<file path="src/rtl/wdog_pkg.sv">
package wdog_pkg;
  localparam int unsigned DATA_W    = 32;
  localparam int unsigned ADDR_W    = 4;
  localparam int unsigned SEL_W     = 4;
  localparam int unsigned PULSE_LEN = 8;

  localparam logic [ADDR_W-1:0] OFF_CTRL  = 4'h0;
  localparam logic [ADDR_W-1:0] OFF_RANGE = 4'h4;
  localparam logic [ADDR_W-1:0] OFF_COUNT = 4'h8;
  localparam logic [ADDR_W-1:0] OFF_KICK  = 4'hC;

  localparam logic [DATA_W-1:0] KICK_KEY = 32'h0000_0076;

  typedef struct packed {
    logic mode;
    logic en;
  } ctrl_t;
endpackage

</file>
<file path="src/rtl/wdog_regs.sv">
module wdog_regs
  import wdog_pkg::*;
(
  input  logic              clk_i,
  input  logic              rst_ni,
  input  logic              we_i,
  input  logic [ADDR_W-1:0] addr_i,
  input  logic [DATA_W-1:0] wdata_i,
  input  logic [DATA_W-1:0] count_i,
  output ctrl_t             ctrl_o,
  output logic [SEL_W-1:0]  per_o,
  output logic [SEL_W-1:0]  init_o,
  output logic              start_o,
  output logic              kick_o,
  output logic [DATA_W-1:0] rdata_o
);
  ctrl_t            ctrl_q;
  logic [SEL_W-1:0] per_q, init_q;
  logic             wr_ctrl, wr_range;

  assign wr_ctrl  = we_i && (addr_i == OFF_CTRL);
  assign wr_range = we_i && (addr_i == OFF_RANGE);
  assign start_o  = wr_ctrl && wdata_i[0] && !ctrl_q.en;
  assign kick_o   = we_i && (addr_i == OFF_KICK) && (wdata_i == KICK_KEY) && ctrl_q.en;

  always_ff @(posedge clk_i or negedge rst_ni) begin
    if (!rst_ni) begin
      ctrl_q <= '0;
      per_q  <= '0;
      init_q <= '0;
    end else begin
      if (wr_ctrl) begin
        ctrl_q.en   <= ctrl_q.en | wdata_i[0];  // sticky
        ctrl_q.mode <= wdata_i[1];
      end
      if (wr_range) begin
        per_q  <= wdata_i[SEL_W-1:0];
        init_q <= wdata_i[2*SEL_W-1:SEL_W];
      end
    end
  end

  always_comb begin
    rdata_o = '0;
    unique case (addr_i)
      OFF_CTRL:  rdata_o = DATA_W'(ctrl_q);
      OFF_RANGE: rdata_o = DATA_W'({init_q, per_q});
      OFF_COUNT: rdata_o = count_i;
      default:   rdata_o = '0;
    endcase
  end

  assign ctrl_o = ctrl_q;
  assign per_o  = per_q;
  assign init_o = init_q;

  assert_sticky_en_R5: assert property (@(posedge clk_i) disable iff (!rst_ni)
    ctrl_q.en |=> ctrl_q.en);
  assert_start_sets_en_R2: assert property (@(posedge clk_i) disable iff (!rst_ni)
    start_o |=> ctrl_q.en);
endmodule

</file>
<file path="src/rtl/wdog_counter.sv">
module wdog_counter
  import wdog_pkg::*;
#(
  parameter int unsigned BASE_EXP = 16,
  localparam int unsigned CNT_W   = BASE_EXP + (1 << SEL_W) - 1
) (
  input  logic             clk_i,
  input  logic             rst_ni,
  input  logic             en_i,
  input  logic             start_i,
  input  logic             kick_i,
  input  logic [SEL_W-1:0] per_i,
  input  logic [SEL_W-1:0] init_i,
  output logic [CNT_W-1:0] count_o,
  output logic             expire_o
);
  logic [CNT_W-1:0] cnt_q;

  function automatic logic [CNT_W-1:0] reload_val(input logic [SEL_W-1:0] sel);
    logic [CNT_W:0] one_hot;
    one_hot = {{CNT_W{1'b0}}, 1'b1} << (BASE_EXP + int'(sel));
    return CNT_W'(one_hot - 1'b1);
  endfunction

  assign expire_o = en_i && !kick_i && (cnt_q == '0);

  always_ff @(posedge clk_i or negedge rst_ni) begin
    if (!rst_ni)               cnt_q <= '0;
    else if (start_i)          cnt_q <= reload_val(init_i);
    else if (en_i) begin
      if (kick_i || expire_o)  cnt_q <= reload_val(per_i);
      else                     cnt_q <= cnt_q - 1'b1;
    end
  end

  assign count_o = cnt_q;

  assert_count_down_R2: assert property (@(posedge clk_i) disable iff (!rst_ni)
    (en_i && !kick_i && cnt_q != '0) |=> (cnt_q == $past(cnt_q) - 1'b1));
  assert_hold_off_R5: assert property (@(posedge clk_i) disable iff (!rst_ni)
    (!en_i && !start_i) |=> $stable(cnt_q));
  assert_reload_nonzero_R10: assert property (@(posedge clk_i) disable iff (!rst_ni)
    expire_o |=> (cnt_q != '0));
endmodule

</file>
<file path="src/rtl/wdog_resp.sv">
module wdog_resp
  import wdog_pkg::*;
(
  input  logic clk_i,
  input  logic rst_ni,
  input  logic expire_i,
  input  logic kick_i,
  input  logic mode_i,
  output logic irq_o,
  output logic sys_rst_o
);
  localparam int unsigned PW = $clog2(PULSE_LEN + 1);

  logic          irq_q;
  logic [PW-1:0] pulse_q;
  logic          fire;

  // mode 0: reset at once; mode 1: reset only on expiry with warning pending
  assign fire = expire_i && (!mode_i || irq_q);

  always_ff @(posedge clk_i or negedge rst_ni) begin
    if (!rst_ni) begin
      irq_q   <= 1'b0;
      pulse_q <= '0;
    end else begin
      if (kick_i)                            irq_q <= 1'b0;
      else if (expire_i && mode_i && !irq_q) irq_q <= 1'b1;

      if (fire)               pulse_q <= PW'(PULSE_LEN);
      else if (pulse_q != '0) pulse_q <= pulse_q - 1'b1;
    end
  end

  assign irq_o     = irq_q;
  assign sys_rst_o = (pulse_q != '0);

  assert_direct_reset_R6: assert property (@(posedge clk_i) disable iff (!rst_ni)
    (expire_i && !mode_i) |=> sys_rst_o);
  assert_pulse_end_R6: assert property (@(posedge clk_i) disable iff (!rst_ni)
    (pulse_q == PW'(1) && !fire) |=> !sys_rst_o);
  assert_warn_first_R7: assert property (@(posedge clk_i) disable iff (!rst_ni)
    (expire_i && mode_i && !irq_q && !sys_rst_o) |=> (irq_o && !sys_rst_o));
  assert_kick_clears_R7: assert property (@(posedge clk_i) disable iff (!rst_ni)
    kick_i |=> !irq_o);
endmodule

</file>
<file path="src/rtl/wdog_timer.sv">
module wdog_timer
  import wdog_pkg::*;
#(
  parameter int unsigned BASE_EXP = 16
) (
  input  logic        clk_i,
  input  logic        rst_ni,
  input  logic        we_i,
  input  logic [3:0]  addr_i,
  input  logic [31:0] wdata_i,
  output logic [31:0] rdata_o,
  output logic        irq_o,
  output logic        sys_rst_o
);
  localparam int unsigned CNT_W = BASE_EXP + (1 << SEL_W) - 1;

  ctrl_t            ctrl;
  logic [SEL_W-1:0] per, init;
  logic             start, kick, expire;
  logic [CNT_W-1:0] count;

  wdog_regs u_regs (
    .clk_i   (clk_i),
    .rst_ni  (rst_ni),
    .we_i    (we_i),
    .addr_i  (addr_i),
    .wdata_i (wdata_i),
    .count_i (DATA_W'(count)),
    .ctrl_o  (ctrl),
    .per_o   (per),
    .init_o  (init),
    .start_o (start),
    .kick_o  (kick),
    .rdata_o (rdata_o)
  );

  wdog_counter #(.BASE_EXP(BASE_EXP)) u_counter (
    .clk_i    (clk_i),
    .rst_ni   (rst_ni),
    .en_i     (ctrl.en),
    .start_i  (start),
    .kick_i   (kick),
    .per_i    (per),
    .init_i   (init),
    .count_o  (count),
    .expire_o (expire)
  );

  wdog_resp u_resp (
    .clk_i     (clk_i),
    .rst_ni    (rst_ni),
    .expire_i  (expire),
    .kick_i    (kick),
    .mode_i    (ctrl.mode),
    .irq_o     (irq_o),
    .sys_rst_o (sys_rst_o)
  );

  assert_bad_key_R4: assert property (@(posedge clk_i) disable iff (!rst_ni)
    (we_i && addr_i == OFF_KICK && wdata_i != KICK_KEY && ctrl.en && count != '0)
    |=> (count == $past(count) - 1'b1));
  assert_no_irq_direct_R7: assert property (@(posedge clk_i) disable iff (!rst_ni)
    (!ctrl.en) |-> (!irq_o && !sys_rst_o));
endmodule

</file>
<file path="config.mk">
export PLATFORM = sky130hd
export DESIGN_NAME = wdog_timer
export DESIGN_NICKNAME = d
export VERILOG_FILES = /design/src/rtl/wdog_pkg.sv /design/src/rtl/wdog_regs.sv /design/src/rtl/wdog_counter.sv /design/src/rtl/wdog_resp.sv /design/src/rtl/wdog_timer.sv
export SDC_FILE = /design/constraint.sdc
export NUM_CORES = 1
export LEC_CHECK = 0
export BUFFER_PORTS_ARGS = -buffer_cell sky130_fd_sc_hd__buf_2
export CORE_ASPECT_RATIO = 1.1
export CORE_MARGIN = 4
export CORE_UTILIZATION = 50
export CTS_CLUSTER_DIAMETER = 60
export CTS_CLUSTER_SIZE = 30
export DETAILED_ROUTE_END_ITERATION = 16
export PLACE_DENSITY_LB_ADDON = 0.08
export SYNTH_ARGS = -nofsm -noshare
export SYNTH_HDL_FRONTEND = slang
export SYNTH_HIERARCHICAL = 1
export SYNTH_SLANG_ARGS = --single-unit
</file>
<file path="constraint.sdc">
create_clock -name clk_i -period 3.3 [get_ports clk_i]
set_input_delay 0.33 -clock clk_i [delete_from_list [all_inputs] [get_ports clk_i]]
set_output_delay 0.33 -clock clk_i [all_outputs]
set_load 0.02 [all_outputs]
</file>
==> results of run 1 <==
## report_power, final
| part | internal, mW | total, mW | switching (mW) |
|---|---|---|---|
| Combinational | 0.519 | 1.20 | 0.676 |
| Sequential | 0.747 | 0.967 | 0.221 |
| Clock | 0.226 | 0.434 | 0.207 |
| Total | 1.49 | 2.60 | 1.10 |
## final cells by class
type | instances | share of cell area [%]
Multi-Input combinational cell | 377 | 53.0
Sequential cell | 46 | 25.7
Timing Repair Buffer | 115 | 15.6
Tap cell | 85 | 2.38
Clock buffer | 6 | 1.62
Clock inverter | 2 | 0.839
Inverter | 9 | 0.811
## final timing paths
check	slack, ps	to	cells after the start	from
hold / removal	200	u_counter/count_o[5]$_DFFE_PN0P_	1	rst_ni
max in group asynchronous	2430	u_counter/count_o[21]$_DFFE_PN0P_	1	rst_ni
hold reg to reg	520	u_resp/pulse_q[3]$_DFFE_PN0P_	1	u_resp/pulse_q[3]$_DFFE_PN0P_
setup reg to reg	150	u_counter/count_o[22]$_DFFE_PN0P_	14	u_counter/count_o[20]$_DFFE_PN0P_
setup / recovery	150	u_counter/count_o[22]$_DFFE_PN0P_	14	u_counter/count_o[20]$_DFFE_PN0P_
min in group clk_i	280	u_regs/init_o[1]$_DFFE_PN0P_	2	wdata_i[5]
## stage by stage
stage               worst slack [ps]  power, mW
floorplan                       1.67       1.70
global placement                 168       2.13
detailed placement               102       2.15
CTS                              210       2.59
global route                    26.5       2.79
finish                           147       2.60
## cells in the mapped netlist (4+ instances only)
master    count  area [um2]
ha_1          4        50.1
o21ai_0      21         105
mux2_2       10         113
or3_1         5        31.3
nand2_1      48         180
nor4_1       17         106
xnor2_1       6        52.6
nor3_1       15        75.1
o31ai_1       4        30.0
a21oi_1      33         165
inv_1         7        26.3
nand4_1       7        43.8
nand3_1      10        50.1
a221o_1       4        40.0
nor3b_1       5        37.5
clkbuf_1     18        67.6
nand2b_1      8        50.1
nor2b_1       9        56.3
dfrtp_1      46        1150
nor2_1       54         203
xor2_1        8        70.1
o21ai_1       9        45.0
a22o_1        9        78.8
and2_1       24         150
or2_2         4        25.0
a31oi_1       5        31.3
## critical path: stages, from the launching register on
cell and delay (ps):
dfrtp_1 430, nor4_1 450, nand4_1 200, or3_4 420, inv_4 60, nor2_1 50
nand2_1 90, ha_1 160, o21ai_0 100, a21oi_2 140, o211ai_1 120, or3_4 380
nand2b_1 170, xnor2_1 180, a21oi_1 90
## state kept, by name, summed over array words and instances (netlist names)
name,cells
u_regs/init_o,4
u_regs/per_o,4
u_regs/ctrl_o,2
u_counter/count_o,31
u_resp/pulse_q,4
u_resp/irq_o,1
## kinds of logic after synthesis
family,Yosys count
AOI/OAI and AO/OA,115
xor gates and xnor gates,14
adders and majority gates,4
buffers and inverters,32
DFF,46
muxes,13
other,1
and+or+nand+nor,230
## layout by cell type, fill, tap and decap left out, types with 10 or more instances in the layout
cell type / count
o21ai_0: 21
and2_1: 24
buf_2: 71
nor4_1: 16
mux2_2: 10
nand2_1: 48
nor2_1: 54
buf_4: 43
dfrtp_1: 46
nand3_1: 10
a21oi_1: 33
nor3_1: 15
## per-layer routing
metal  global-route usage, %  vias up
li1                        -     1859
met1                    35.7     1878
met2                    47.0      161
met3                    3.82       29
met4                    10.5        0
met5                       0        -
==> metrics.yaml, run 1 <==
synth_compound_area_share_pct: 20.8
gp_congestion: 0.956
syn_area_per_cell_um2: 7.97
wl_met3_um: 610
rows: 32
register_area_mm2: 0.00115
avgRoutedWirePerCell_um: 18.7
rsz0062_at_grt: "false"
syn2layout_area_growth_pct: 23.4
htreeDepth: 2
wl_met1_um: 4950
drt-vias-per-instance: 6.14
max-slew-margin-rel_pct: 29.2
start_util_pct: 51.4
syn_nets: 498
synth_ff_type: "dfrtp_1"
ys_seq_area_share_pct: 31.8
holdWs_ps: 203
grt_pass1_wl_um: 19100
clock.fmax_ghz: 0.317
crit_type: "reg2reg"
ir_worst_vdd_mv: 0.377
period_needed_ps: 3150
cts_tree: "yes"
cap_violations: 0
tightest_slew_ps: 1060
first_iter_violations: 262
hold_buffers: 0
endpoint_kind: "register"
utilization_pct: 63.5
antenna_cells: 0
fin_nets: 597
synth.mux.area_fraction_pct: 3.94
path_clk_slew_ps: 90
powerDensity_mw_per_mm2: 580
place_area_mm2: 0.00436
final-max-slew-violation-count: 0
synthAdderAreaFrac_pct: 1.38
final_area_mm2: 0.00447
dieArea_mm2: 0.00868
routed_wl_um: 11900
cts.path.max_buffers: 2
top_layer_used: "met4"
synth_edf_count: 0
synth_cell_types: 72
drc_errors: 0
clockRootBuffer: "clkbuf_8"
cts_sinks: 46
yosysWarnings: 6
leakagePower_nw: 1.96
hold_violations: 0
grt_max_degree: 47
ant_nets: 0
synth_area_mm2: 0.00362
hp-class: "in2async"
status: "finished clean"
crit_required_ps: 3480
cts_post_setup_buffers_inserted: 0
synth_top_family_by_area: "simple AND/OR/NAND/NOR gates"
synth-seq-cells: 46
wl_met2_um: 6040
worstPathArrival_ps: 3330
finalCritPeriodShare_pct: 95.5
clock_latency_ps: 310
placed_cells: 632
grt_pass1_vias: 3820
drive_above_1_share_pct: 28.5
numPortBuffers: 71
dr.pass1.iters: 5
async_flop_share_pct: 100
vias: 3927
cts_made_buffers: 5
setup_violations: 0
syn_inst: 455
cts_resized: 0
synthXorXnorAreaFrac_pct: 3.38
cp_max_fo: 5
finalSetupTns_ps: 0
fillerInstances: 655
synth-simple-area-share_pct: 35.2
antenna_found_initial: 0
die_w_um: 89.2
finalClockSkew_ps: 9.78
gr-total-overflow: 0
multi_input_area_mm2: 0.00237
critPathLaunchType: "register"
die_h_um: 97.3
place_hpwl_um: 8970
grt_usage_pct: 28.0
ios: 73
core_mm2: 0.00705
layoutNonFillerInstCount: 640
No activity file was read; power rests on OpenSTA's default activity.
==> inputs of run 2 (changes only) <==
--- a/config.mk
+++ b/config.mk
@@ -13,6 +13,7 @@
 export CTS_CLUSTER_SIZE = 30
 export DETAILED_ROUTE_END_ITERATION = 16
 export PLACE_DENSITY_LB_ADDON = 0.08
+export SETUP_SLACK_MARGIN = 0.2
 export SYNTH_ARGS = -nofsm -noshare
 export SYNTH_HDL_FRONTEND = slang
 export SYNTH_HIERARCHICAL = 1
==> run 2 against run 1 <==
Die area did not move. Final cell count is 2.3% higher. Critical path depth up 3. Clock skew is 1.3 ps higher. Sequential power increased by 2.8%.
==> metrics.yaml, run 2 (same netlist as run 1, synthesis figures left out) <==
p_seq_share_pct: 36.9  # was 37.3%
final_area_mm2: 0.00473  # was 0.00447 mm2
first_iter_violations: 273  # was 262
gp_congestion: 0.989  # was 0.956
cp-startpoint: "wdata_i[26]"  # was u_counter/count_o[20]$_DFFE_PN0P_
final_common_cell: "buf_2"  # unchanged
met2_usage_pct: 48.1  # was 47.0%
reg2reg_to: "u_counter/count_o[27]$_DFFE_PN0P_"  # was u_counter/count_o[22]$_DFFE_PN0P_
cap_violations: 0  # unchanged
crit_type: "in2reg"  # was reg2reg
core_mm2: 0.00705  # unchanged
syn2layout_area_growth_pct: 30.5  # was 23.4%
dieArea_mm2: 0.00868  # unchanged
gr-total-overflow: 0  # unchanged
cp_max_fo: 7  # was 5
grt_max_degree: 47  # unchanged
vias: 3952  # was 3927
powerDensity_mw_per_mm2: 570  # was 580 mW/mm2
antenna_cells: 0  # unchanged
max-slew-margin-rel_pct: 26.2  # was 29.2%
cts.path.max_buffers: 2  # unchanged
path_clk_slew_ps: 90  # about the same
final-max-slew-violation-count: 0  # unchanged
finalClockSkew_ps: 11.1  # was 9.78 ps
leakagePower_nw: 2.10  # was 1.96 nW
clock_latency_ps: 310  # about the same
htreeDepth: 2  # unchanged
largest_reg_flops: 31  # unchanged
period_needed_ps: 3080  # was 3150 ps
r2r_slack_ps: 250  # was 150 ps
holdWs_ps: 228  # was 203 ps
drive_above_1_share_pct: 32.8  # was 28.5%
ant_nets: 0  # unchanged
fillerInstances: 643  # was 655
power.internal_mw: 1.54  # was 1.49 mW
crit_required_ps: 3480  # about the same
antenna_found_initial: 0  # unchanged
sw_frac_of_total_pct: 43.0  # was 42.5%
setup_violations: 0  # unchanged
rsz0062_at_grt: "true"  # was false
hold_buffers: 0  # unchanged
utilization_pct: 67.1  # was 63.5%
status: "finished clean"  # unchanged
met1_usage_pct: 38.8  # was 35.7%
cts_tree: "yes"  # unchanged
place_area_mm2: 0.00446  # was 0.00436 mm2
finalCritPeriodShare_pct: 93.4  # was 95.5%
placed_cells: 638  # was 632
die_h_um: 97.3  # unchanged
crit_path_end: "u_counter/count_o[27]$_DFFE_PN0P_"  # was u_counter/count_o[22]$_DFFE_PN0P_
hp-class: "in2async"  # unchanged
p_sw_mw: 1.16  # was 1.10 mW
ios: 73  # unchanged
use_met3_pct: 4.41  # was 3.82%
ir_worst_vdd_mv: 0.522  # was 0.377 mV
drc_errors: 0  # unchanged
top_usage_layer: "met2"  # unchanged
cts_sinks: 46  # unchanged
fin_nets: 612  # was 597
grt_pass1_vias: 3860  # was 3820
finalSetupTns_ps: 0  # unchanged
die_w_um: 89.2  # unchanged
finalPower_mw: 2.70  # was 2.60 mW
worstPathArrival_ps: 3260  # was 3330 ps
drt-vias-per-instance: 6.03  # was 6.14
p_comb_share_pct: 47.3  # was 46.0%
clock.fmax_ghz: 0.325  # was 0.317 GHz
routed_wl_um: 12400  # was 11900 um
p_clk_share_pct: 15.8  # was 16.7%
place_hpwl_um: 9300  # was 8970 um
grt_usage_pct: 29.2  # was 28.0%
clockRootBuffer: "clkbuf_8"  # unchanged
worstReg2RegStart: "u_regs/ctrl_o[0]$_DFFE_PN0P_"  # was u_counter/count_o[20]$_DFFE_PN0P_
dr.pass1.iters: 5  # unchanged
tightest_slew_ps: 1110  # was 1060 ps
setup_slack_ps: 219  # was 147 ps
grt_pass1_wl_um: 20000  # was 19100 um
dp_slack_ps: 54.7  # was 102 ps
avgRoutedWirePerCell_um: 19.0  # was 18.7 um
rows: 32  # unchanged
numPortBuffers: 71  # unchanged
critPathLaunchType: "input port"  # was register
r2r_cells: 15  # was 14
endpoint_kind: "register"  # unchanged
layoutNonFillerInstCount: 655  # was 640
layout_common_cells: "buf_2 (71), buf_4 (57), nor2_1 (53)"  # was buf_2 (71), nor2_1 (54), nand2_1 (48)
hold_violations: 0  # unchanged
cts_made_buffers: 5  # unchanged
start_util_pct: 51.4  # unchanged
[run 2: worst max-delay path, stage by stage]
cell and delay (ps):
buf_2 90, nor4_1 300, nand4_1 200, nor4_4 370
buf_6 190, nor2b_4 50, nand4_1 110, or3_4 160
clkinv_4 60, buf_4 130, a211oi_1 280, buf_4 180
nand3_1 110, buf_4 200, nor4_2 240, xor2_1 190
a21oi_1 80
[run 2: how the worst min path moves through the flow]
stage | slack (ps) | cells after the start | end | start
CTS | 260 | 2 | u_regs/per_o[3]$_DFFE_PN0P_ | wdata_i[3]
global placement | 490 | 1 | u_resp/pulse_q[3]$_DFFE_PN0P_ | u_resp/pulse_q[3]$_DFFE_PN0P_
detailed placement | 500 | 1 | u_resp/pulse_q[3]$_DFFE_PN0P_ | u_resp/pulse_q[3]$_DFFE_PN0P_
global route | 260 | 2 | u_regs/init_o[2]$_DFFE_PN0P_ | wdata_i[6]
floorplan | 30 | 0 | u_counter/count_o[0]$_DFFE_PN0P_ | rst_ni
finish | 230 | 1 | u_regs/ctrl_o[0]$_DFFE_PN0P_ | rst_ni
[run 2: cell type report]
type / instances / area (um2) / area share, %
multi-input combinational: 377 / 2510 / 53.1
clock inverter: 1 / 30.0 / 0.635
sequential: 46 / 1150 / 24.4
timing repair buffer: 130 / 815 / 17.2
clock buffer: 7 / 76.3 / 1.61
inverter: 9 / 38.8 / 0.820
tap: 85 / 106 / 2.25
[run 2: routing by layer]
metal	wire length [um]	part of all wire [%]
met1	5150	41
met4	338	2.7
met2	6270	50
met5	0	0
met3	663	5.3
[run 2: power by group through the flow]
stage / clock (mW) / combinational (mW) / sequential (mW)
6_report: 0.427 / 1.27 / 0.994
4_1_cts: 0.440 / 1.20 / 0.980
2_1_floorplan: 0 / 0.801 / 0.930
3_3_place_gp: 0 / 1.18 / 0.980
5_1_grt: 0.469 / 1.39 / 1.03
3_5_place_dp: 0 / 1.20 / 0.990
[run 2: repair_timing]
action                                  4_1_cts  5_1_grt
gates resized for setup                       1       18
pin swaps                                     0        7
setup buffers                                 0        9
endpoints found under the setup margin        1       10
==> inputs of run 3 (changes only) <==
--- a/config.mk
+++ b/config.mk
@@ -8,7 +8,8 @@
 export BUFFER_PORTS_ARGS = -buffer_cell sky130_fd_sc_hd__buf_2
 export CORE_ASPECT_RATIO = 1.1
 export CORE_MARGIN = 4
-export CORE_UTILIZATION = 50
+export CORE_UTILIZATION = 51
+export CTS_BUF_LIST = sky130_fd_sc_hd__clkbuf_16
 export CTS_CLUSTER_DIAMETER = 60
 export CTS_CLUSTER_SIZE = 30
 export DETAILED_ROUTE_END_ITERATION = 16
==> run 3 against run 2 <==
Hold slack improved by 7.4 ps. Highest routed layer unchanged. Critical path depth decreased by 8. Cell area decreased by 2.1%.
==> metrics.yaml, run 3 (same netlist as run 1, synthesis figures left out) <==
status: "finished clean"  # unchanged
largest_reg_flops: 31  # unchanged
numPortBuffers: 71  # unchanged
path_clk_slew_ps: 70  # was 90 ps
utilization_pct: 68.6  # was 67.1%
cap_violations: 0  # unchanged
gp_congestion: 0.980  # was 0.989
avgRoutedWirePerCell_um: 18.6  # was 19.0 um
finalClockSkew_ps: 3.65  # was 11.1 ps
holdWs_ps: 235  # was 228 ps
layout_common_cells: "buf_2 (71), nor2_1 (53), nand2_1 (47)"  # was buf_2 (71), buf_4 (57), nor2_1 (53)
clock_latency_ps: 290  # was 310 ps
leakagePower_nw: 2.04  # was 2.10 nW
core_mm2: 0.00675  # was 0.00705 mm2
routed_wl_um: 11900  # was 12400 um
antenna_found_initial: 0  # unchanged
setup_violations: 0  # unchanged
placed_cells: 627  # was 638
ir_worst_vdd_mv: 0.424  # was 0.522 mV
layoutNonFillerInstCount: 639  # was 655
tightest_slew_ps: 1080  # was 1110 ps
rsz0062_at_grt: "true"  # unchanged
worstPathArrival_ps: 3220  # was 3260 ps
clock.fmax_ghz: 0.326  # was 0.325 GHz
clockRootBuffer: "clkbuf_16"  # was clkbuf_8
place_area_mm2: 0.00438  # was 0.00446 mm2
htreeDepth: 2  # unchanged
fillerInstances: 582  # was 643
hp-class: "in2async"  # unchanged
dr.pass1.iters: 5  # unchanged
grt_usage_pct: 28.2  # was 29.2%
start_util_pct: 53.7  # was 51.4%
crit_chain: "buf_4, or4_1, or4b_4, a21oi_2, o211ai_1, or3_4, nor4_4, xor2_1, o21ai_1"  # was buf_2, nor4_1, nand4_1, nor4_4, buf_6, nor2b_4, nand4_1, or3_4, clkinv_4, buf_4, a211oi_1, buf_4, nand3_1, buf_4, nor4_2, xor2_1, a21oi_1
drt-vias-per-instance: 6.26  # was 6.03
hold_buffers: 0  # unchanged
ios: 73  # unchanged
final_common_cell: "buf_2"  # unchanged
ant_nets: 0  # unchanged
finalPower_mw: 2.76  # was 2.70 mW
vias: 3999  # was 3952
rows: 31  # was 32
finalCritPeriodShare_pct: 92.9  # was 93.4%
drc_errors: 0  # unchanged
final-max-slew-violation-count: 0  # unchanged
grt_pass1_vias: 3815  # was 3860
finalSetupTns_ps: 0  # unchanged
final_area_mm2: 0.00463  # was 0.00473 mm2
antenna_cells: 0  # unchanged
die_w_um: 88.4  # was 89.2 um
cpMaxStageDelayCell: "or4_1"  # was nor4_4
die_h_um: 96.4  # was 97.3 um
register_area_mm2: 0.00115  # about the same
period_needed_ps: 3070  # was 3080 ps
cts_tree: "yes"  # unchanged
setup_slack_ps: 233  # was 219 ps
dieArea_mm2: 0.00852  # was 0.00868 mm2
crit_type: "reg2reg"  # was in2reg
hold_violations: 0  # unchanged
endpoint_kind: "register"  # unchanged
grt_pass1_wl_um: 18700  # was 20000 um
cp_max_fo: 8  # was 7
crit_required_ps: 3450  # was 3480 ps
grt_max_degree: 47  # unchanged
critPathLaunchType: "register"  # was input port
cts.path.max_buffers: 2  # unchanged
drive_above_1_share_pct: 30.9  # was 32.8%
powerDensity_mw_per_mm2: 597  # was 570 mW/mm2
cts_sinks: 46  # unchanged
fin_nets: 599  # was 612
place_hpwl_um: 8730  # was 9300 um
multi_input_area_mm2: 0.00246  # was 0.00251 mm2
cts_made_buffers: 5  # unchanged
max_stage_delay_ps: 600  # was 370 ps
gr-total-overflow: 0  # unchanged
first_iter_violations: 329  # was 273
max-slew-margin-rel_pct: 28.0  # was 26.2%
syn2layout_area_growth_pct: 27.7  # was 30.5%
dp_slack_ps: 10.2  # was 54.7 ps
==> run 3: final cells by class <==
cell class	count	area share, %
clock buffers	5	2.70
clock inverters	3	0.892
inverters	9	0.838
multi-input cells	377	53.3
flip-flops and latches	46	24.9
well taps	82	2.22
repair buffers	117	15.2
==> run 3: path summary, 6_finish.rpt <==
path | start | end | depth (start not counted) | slack [ps]
max | u_counter/count_o[9]$_DFFE_PN0P_ | u_counter/count_o[30]$_DFFE_PN0P_ | 9 | 230
min | rst_ni | u_counter/count_o[12]$_DFFE_PN0P_ | 1 | 240
max reg2reg | u_counter/count_o[9]$_DFFE_PN0P_ | u_counter/count_o[30]$_DFFE_PN0P_ | 9 | 230
min reg2reg | u_resp/pulse_q[3]$_DFFE_PN0P_ | u_resp/pulse_q[3]$_DFFE_PN0P_ | 1 | 550
max in group asynchronous | rst_ni | u_counter/count_o[30]$_DFFE_PN0P_ | 1 | 2390
min in group clk_i | wdata_i[7] | u_regs/init_o[3]$_DFFE_PN0P_ | 2 | 280
==> run 3: what timing repair did <==
| action | in CTS | in global routing |
|---|---|---|
| endpoints found under the setup margin | 1 | 10 |
| buffers inserted | 0 | 4 |
| gates resized for setup | 2 | 8 |
| pin swaps | 1 | 1 |
==> run 3: worst max-delay path, delay by kind of cell, from the launching register on <==
kind	cells	cell delay, ps
buf+inv	1	170
simple gates	4	1840
xor+xnor	1	170
compound gates	3	360
flops	1	400
==> run 3: report_power, final <==
| part | internal [mW] | total [mW] | switching, mW | leakage [nW] |
|---|---|---|---|---|
| combinational | 0.506 | 1.15 | 0.648 | 1.41 |
| sequential | 0.747 | 1.03 | 0.278 | 0.554 |
| clock | 0.355 | 0.585 | 0.230 | 0.0812 |
| total | 1.61 | 2.76 | 1.16 | 2.04 |
==> run 3: routing by layer <==
metal / vias up / GRT usage (%) / routed length, um
met3: 32 / 4.07 / 764
met4: 0 / 9.95 / 304
met2: 193 / 48.2 / 5790
li1: 1865 / - / -
met5: - / 0 / 0
met1: 1909 / 36.1 / 5020
